===== src/rtl/spi_sa_pkg.sv =====
package spi_sa_pkg;

  localparam int unsigned SEL_W = 2;

  typedef struct packed {
    logic [SEL_W-1:0] out_dly;
    logic [SEL_W-1:0] in_dly;
    logic [SEL_W-1:0] cap_sel;
  } dly_cfg_t;

  // capture codes: value equals strobe latency in cycles
  localparam logic [SEL_W-1:0] CAP_EARLY2 = 2'd0;
  localparam logic [SEL_W-1:0] CAP_EARLY1 = 2'd1;
  localparam logic [SEL_W-1:0] CAP_NOM    = 2'd2;
  localparam logic [SEL_W-1:0] CAP_LATE1  = 2'd3;

  // frequency classes
  localparam logic [1:0] FC_LOW  = 2'd0;
  localparam logic [1:0] FC_MID  = 2'd1;
  localparam logic [1:0] FC_HIGH = 2'd2;
  localparam logic [1:0] FC_TOP  = 2'd3;

  function automatic dly_cfg_t auto_pick(input logic [1:0] fc,
                                         input int unsigned ratio,
                                         input int unsigned th_lo,
                                         input int unsigned th_mid,
                                         input int unsigned th_hi);
    dly_cfg_t r;
    r = '0;
    case (fc)
      FC_TOP:  r.cap_sel = CAP_LATE1;
      FC_HIGH: r.cap_sel = CAP_NOM;
      FC_MID:  r.cap_sel = CAP_EARLY1;
      default: begin
        r.cap_sel = CAP_EARLY2;
        if (ratio >= th_hi)       r.in_dly = 2'd3;
        else if (ratio >= th_mid) r.in_dly = 2'd2;
        else if (ratio >= th_lo)  r.in_dly = 2'd1;
        else                      r.in_dly = 2'd0;
      end
    endcase
    return r;
  endfunction

endpackage


===== src/rtl/sa_cfg_latch.sv =====
module sa_cfg_latch
  import spi_sa_pkg::*;
#(
  parameter int unsigned DIV_W  = 8,
  parameter int unsigned TH_LO  = 6,
  parameter int unsigned TH_MID = 8,
  parameter int unsigned TH_HI  = 16
) (
  input  logic             clk,
  input  logic             rst_n,
  input  logic             busy,
  input  logic             auto_en,
  input  dly_cfg_t         man_cfg,
  input  logic [1:0]       fclass,
  input  logic [DIV_W-1:0] ratio,
  output dly_cfg_t         act_cfg,
  output logic             cfg_load
);

  dly_cfg_t pick;

  always_comb begin
    if (auto_en) pick = auto_pick(fclass, 32'(ratio), TH_LO, TH_MID, TH_HI);
    else         pick = man_cfg;
  end

  assign cfg_load = !busy;

  always_ff @(posedge clk) begin
    if (!rst_n)        act_cfg <= '0;
    else if (cfg_load) act_cfg <= pick;
  end

endmodule


===== src/rtl/sa_tap_line.sv =====
module sa_tap_line #(
  parameter int unsigned SEL_W = 2
) (
  input  logic             clk,
  input  logic             rst_n,
  input  logic             din,
  input  logic [SEL_W-1:0] sel,
  output logic             dout
);

  localparam int unsigned DEPTH = (1 << SEL_W) - 1;

  logic [DEPTH-1:0] stg;
  logic [DEPTH:0]   tap;

  always_ff @(posedge clk) begin
    if (!rst_n) begin
      stg <= '0;
    end else begin
      for (int k = DEPTH - 1; k > 0; k--) stg[k] <= stg[k-1];
      stg[0] <= din;
    end
  end

  assign tap[0] = din;
  for (genvar k = 1; k <= DEPTH; k++) begin : g_tap
    assign tap[k] = stg[k-1];
  end

  assign dout = tap[sel];

endmodule


===== src/rtl/spi_sample_align.sv =====
module spi_sample_align
  import spi_sa_pkg::*;
#(
  parameter int unsigned DIV_W  = 8,
  parameter int unsigned TH_LO  = 6,
  parameter int unsigned TH_MID = 8,
  parameter int unsigned TH_HI  = 16
) (
  input  logic             clk,
  input  logic             rst_n,
  input  logic             busy,
  input  logic             auto_en,
  input  logic [1:0]       man_out_dly,
  input  logic [1:0]       man_in_dly,
  input  logic [1:0]       man_cap_sel,
  input  logic [1:0]       freq_class,
  input  logic [DIV_W-1:0] div_ratio,
  input  logic             mosi_raw,
  input  logic             miso_in,
  input  logic             strobe_in,
  output logic             mosi_out,
  output logic             miso_retimed,
  output logic             cap_strobe,
  output logic             sample_bit,
  output logic [1:0]       act_out_dly,
  output logic [1:0]       act_in_dly,
  output logic [1:0]       act_cap_sel
);

  localparam int unsigned NUM_LANES = 3;

  dly_cfg_t man_cfg;
  dly_cfg_t act_cfg;
  logic     cfg_load;

  assign man_cfg = '{out_dly: man_out_dly, in_dly: man_in_dly, cap_sel: man_cap_sel};

  sa_cfg_latch #(
    .DIV_W(DIV_W), .TH_LO(TH_LO), .TH_MID(TH_MID), .TH_HI(TH_HI)
  ) u_cfg (
    .clk     (clk),
    .rst_n   (rst_n),
    .busy    (busy),
    .auto_en (auto_en),
    .man_cfg (man_cfg),
    .fclass  (freq_class),
    .ratio   (div_ratio),
    .act_cfg (act_cfg),
    .cfg_load(cfg_load)
  );

  // lane 0: MOSI launch, lane 1: MISO retime, lane 2: capture strobe
  logic [NUM_LANES-1:0]            lane_din;
  logic [NUM_LANES-1:0]            lane_dout;
  logic [NUM_LANES-1:0][SEL_W-1:0] lane_sel;

  assign lane_din = {strobe_in, miso_in, mosi_raw};
  assign lane_sel = {act_cfg.cap_sel, act_cfg.in_dly, act_cfg.out_dly};

  for (genvar g = 0; g < NUM_LANES; g++) begin : g_lane
    sa_tap_line #(.SEL_W(SEL_W)) u_line (
      .clk  (clk),
      .rst_n(rst_n),
      .din  (lane_din[g]),
      .sel  (lane_sel[g]),
      .dout (lane_dout[g])
    );
  end

  assign mosi_out     = lane_dout[0];
  assign miso_retimed = lane_dout[1];
  assign cap_strobe   = lane_dout[2];

  always_ff @(posedge clk) begin
    if (!rst_n)          sample_bit <= 1'b0;
    else if (cap_strobe) sample_bit <= miso_retimed;
  end

  assign act_out_dly = act_cfg.out_dly;
  assign act_in_dly  = act_cfg.in_dly;
  assign act_cap_sel = act_cfg.cap_sel;

endmodule


===== config.mk =====
export PLATFORM = sky130hd
export DESIGN_NAME = spi_sample_align
export DESIGN_NICKNAME = d
export VERILOG_FILES = /design/src/rtl/spi_sa_pkg.sv /design/src/rtl/sa_cfg_latch.sv /design/src/rtl/sa_tap_line.sv /design/src/rtl/spi_sample_align.sv
export SDC_FILE = /design/constraint.sdc
export NUM_CORES = 1
export LEC_CHECK = 0
export ABC_CLOCK_PERIOD_IN_PS = 1200
export BUFFER_PORTS_ARGS = -buffer_cell sky130_fd_sc_hd__buf_2
export CORE_ASPECT_RATIO = 1.4
export CORE_UTILIZATION = 30
export CTS_CLUSTER_SIZE = 25
export DETAILED_ROUTE_END_ITERATION = 6
export MAX_ROUTING_LAYER = met4
export PLACE_DENSITY = 0.61
export SLEW_MARGIN = 40
export SYNTH_ARGS = -nofsm -noshare
export SYNTH_HDL_FRONTEND = slang
export SYNTH_HIERARCHICAL = 1
export SYNTH_SLANG_ARGS = --single-unit

===== constraint.sdc =====
create_clock -name clk -period 1.2 [get_ports clk]
set_input_delay 0.24 -clock clk [delete_from_list [all_inputs] [get_ports clk]]
set_output_delay 0.24 -clock clk [all_outputs]
set_load 0.02 [all_outputs]

==> results.py <==
metrics = {
    "power": {
        "power_per_cell_area_nw_per_um2": 1180,
        "worst_ir_drop_vdd_v": 0.000402,
        "report.power.total_mw": 1.04,
        "p_leak_nw": 0.413,
    },
    "worst_setup_path": {
        "critical_path.slowest_cell": "sky130_fd_sc_hd__mux4_2",
        "slowest_delay_ns": 0.51,
        "arrival_ns": 1.30,
        "worst_setup_path_start_kind": "flip-flop",
        "r2r_slack_ns": -0.11,
        "path_cells": "mux4_2 -> buf_6",
        "critical_path.top_delay_family": "multiplexers",
        "setup.worst_path.end_class": "output pin",
        "required_ns": 0.96,
        "worst-path-buf-inv": 1,
        "worstPathMaxFanout": 2,
        "worstSetupPathType": "reg2out",
    },
    "clock_network": {
        "cts_root_buffer": "sky130_fd_sc_hd__clkbuf_4",
        "postCtsHoldBufs": 0,
        "clock_latency_on_the_worst_skew_pair_ns": 0.28,
        "cts-htree-levels": 1,
        "clk_path_buf_depth": 2,
        "clock-sinks": 16,
        "tritoncts.num_buffers": 3,
        "tritoncts_clock_tree": "built",
        "clkTransAtPathRegs_ns": 0.09,
    },
    "global_routing": {
        "antenna_violations_before_repair": 0,
        "grt_use_total": 0.135,
        "globalRouteOverflowTotal": 0,
        "first_global_vias": 522,
        "grt_pass1_wl_um": 2010,
        "maximum_number_of_pins_on_one_net_before_global_route_repair": 13,
    },
    "timing": {
        "final-setup-viol-count": 4,
        "final_hold_slack_ns": 0.170,
        "timing_hold_violations_final": 0,
        "final_period_utilization": 1.28,
        "drv_slew": 0,
        "rsz0062_at_grt": "true",
        "worst_slack_ns": -0.340,
        "max_slew.worst_pin.slew_ns": 0.211,
        "setup_tns_ns": -1.09,
        "fmax_mhz": 649,
        "final_period_minus_worst_setup_slack_ns": 1.54,
        "final.setup_skew_ns": 0.00881,
        "slew_headroom": 0.859,
    },
    "synthesis": {
        "ys_dominant_reg_cell": "sky130_fd_sc_hd__dfxtp_1",
        "syn_inst": 57,
        "ys_top_cells_by_area": "sky130_fd_sc_hd__dfxtp_1 (52%), sky130_fd_sc_hd__mux4_2 (11%), sky130_fd_sc_hd__and2_1 (9.2%), sky130_fd_sc_hd__a22oi_1 (3.7%), sky130_fd_sc_hd__mux2_2 (3.7%)",
        "yosys.area.top_type": "sky130_fd_sc_hd__dfxtp_1",
        "yosys_register_bits": 16,
        "syn_area_um2": 613,
        "yosysMostFrequentCell": "sky130_fd_sc_hd__dfxtp_1",
        "post_synth_num_cell_types": 17,
        "postSynthAreaPerCell_um2": 10.8,
        "synth_commonest_cells": "sky130_fd_sc_hd__dfxtp_1 (16), sky130_fd_sc_hd__and2_1 (9), sky130_fd_sc_hd__nor2_1 (5)",
        "ys.warnings.count": 6,
        "synth_async_sr_flop_share": 0,
        "synth_seq_area_share": 0.522,
        "post_synth_edffs": 0,
        "syn_nets": 80,
        "yosys.area.top_type_share": 0.522,
    },
    "floorplan": {
        "dieArea_um2": 2230,
        "die_outline_height_um": 55.5,
        "dieWidth_um": 40.2,
        "row_count": 19,
        "initial_core_util": 0.315,
        "io_pins": 33,
        "placeableCoreArea_um2": 1950,
    },
    "cells_and_area": {
        "final-seq-area_um2": 332,
        "num-nets-final": 119,
        "drive_gt1_frac": 0.495,
        "multiInputGateArea_um2": 278,
        "syn_to_final_growth_pct": 43.1,
        "nFillCells": 190,
        "insertedDiodeCount": 0,
    },
    "placed_design": {
        "gp_congestion": 0.760,
        "placement.io_buffers": 31,
        "hpwlAfterDp_um": 977,
    },
    "min_path": {
        "hold_path.class": "in2reg",
    },
    "routing": {
        "avgViaCountPerCell": 4.71,
        "drtIter0Drc": 6,
        "detail_route.first_pass.iterations": 3,
        "wl_final_um": 1210,
        "route.vias.total": 546,
        "final_antenna_net_count": 0,
        "post_drt_wl_per_cell_um": 10.5,
        "post-route-drc-count": 0,
    },
    "run_status": {
        "run_status": "finished with violations",
        "failed_checks": "setup timing",
    },
    "flow_run": {
        "timing.max_cap.violations": 0,
    },
}
## where the power goes
| group | switching [mW] | total, mW | internal (mW) |
|---|---|---|---|
| logic | 0.0861 | 0.187 | 0.101 |
| clock network | 0.153 | 0.282 | 0.129 |
| registers | 0.0139 | 0.567 | 0.553 |
| total | 0.253 | 1.04 | 0.783 |
## registers in the layout, summed over array words and instances, names as in the netlist
signal             cells
sample_bit             1
g_lane.u_line/stg      9
u_cfg/act_cfg          6
## worst register-to-register path: stages, from the launching register on
cell and delay, ns:
sky130_fd_sc_hd__dfxtp_4 0.36, sky130_fd_sc_hd__mux4_2 0.51, sky130_fd_sc_hd__buf_4 0.15, sky130_fd_sc_hd__mux2i_1 0.13
sky130_fd_sc_hd__nor2b_1 0.06
## cells by family (layout without fill, tap and decap cells)
| kind of cell | after synthesis | count (layout) | synth area share |
|---|---|---|---|
| compound gates | 9 | 9 | 0.0918 |
| buf+inv | 4 | 42 | 0.0245 |
| simple gates | 22 | 22 | 0.198 |
| flops | 16 | 16 | 0.522 |
| mux | 6 | 6 | 0.163 |
## cell type report
| type | instances | share of cell area |
|---|---|---|
| clock buffers | 4 | 0.0300 |
| inverters | 3 | 0.0128 |
| multi-input cells | 37 | 0.317 |
| flip-flops and latches | 16 | 0.378 |
| well taps | 21 | 0.0300 |
| repair buffers | 35 | 0.233 |
## metal layers
layer,vias to the layer above,track usage,routed length [µm]
met4,0,0.100,26
met2,18,0.194,616
met3,4,0.0361,63
li1,278,-,-
met1,246,0.153,506
met5,-,-,0
## path summary, 6_finish.rpt
check,to,from,cells after the start
max,miso_retimed,u_cfg/act_cfg[2],2
min,g_lane[1].u_line/stg[0],miso_in,2
max reg2reg,sample_bit,u_cfg/act_cfg[0],4
min reg2reg,g_lane[2].u_line/stg[2],g_lane[2].u_line/stg[1],1
## timing repair
action / in CTS / in global routing
endpoints found under the hold margin: 0 / 0
buffers inserted: 1 / 0
setup endpoints to repair: 3 / 4
gates resized for setup: 6 / 0
## cell usage in the layout, fill, tap and decap left out
cell type / n
sky130_fd_sc_hd__a31oi_1: 1
sky130_fd_sc_hd__and2_1: 9
sky130_fd_sc_hd__nor2_1: 5
sky130_fd_sc_hd__dfxtp_1: 13
sky130_fd_sc_hd__buf_2: 28
sky130_fd_sc_hd__buf_6: 3
sky130_fd_sc_hd__nand2_1: 4
sky130_fd_sc_hd__inv_1: 3
sky130_fd_sc_hd__dfxtp_4: 3
sky130_fd_sc_hd__a21oi_1: 3
sky130_fd_sc_hd__mux2_2: 2
sky130_fd_sc_hd__or4_4: 1
sky130_fd_sc_hd__buf_4: 4
sky130_fd_sc_hd__a22oi_1: 3
sky130_fd_sc_hd__nor3b_1: 1
sky130_fd_sc_hd__nor2b_1: 1
sky130_fd_sc_hd__mux4_2: 3
sky130_fd_sc_hd__nand4_1: 1
sky130_fd_sc_hd__clkbuf_1: 1
sky130_fd_sc_hd__mux2i_1: 1
sky130_fd_sc_hd__o22ai_1: 2
sky130_fd_sc_hd__clkbuf_4: 3
## stage by stage
step / instances / cell area, µm² / setup WS [ns] / util
4_1_cts: 116 / 877 / -0.360 / 0.450
3_3_place_gp: 111 / 825 / -0.0530 / 0.423
2_1_floorplan: 57 / 624 / -0.0960 / -
5_1_grt: 116 / 877 / -0.400 / 0.450
6_report: 116 / 877 / -0.340 / 0.450
3_5_place_dp: 111 / 825 / -0.0651 / 0.423
Power figures use the tool's default switching activity.
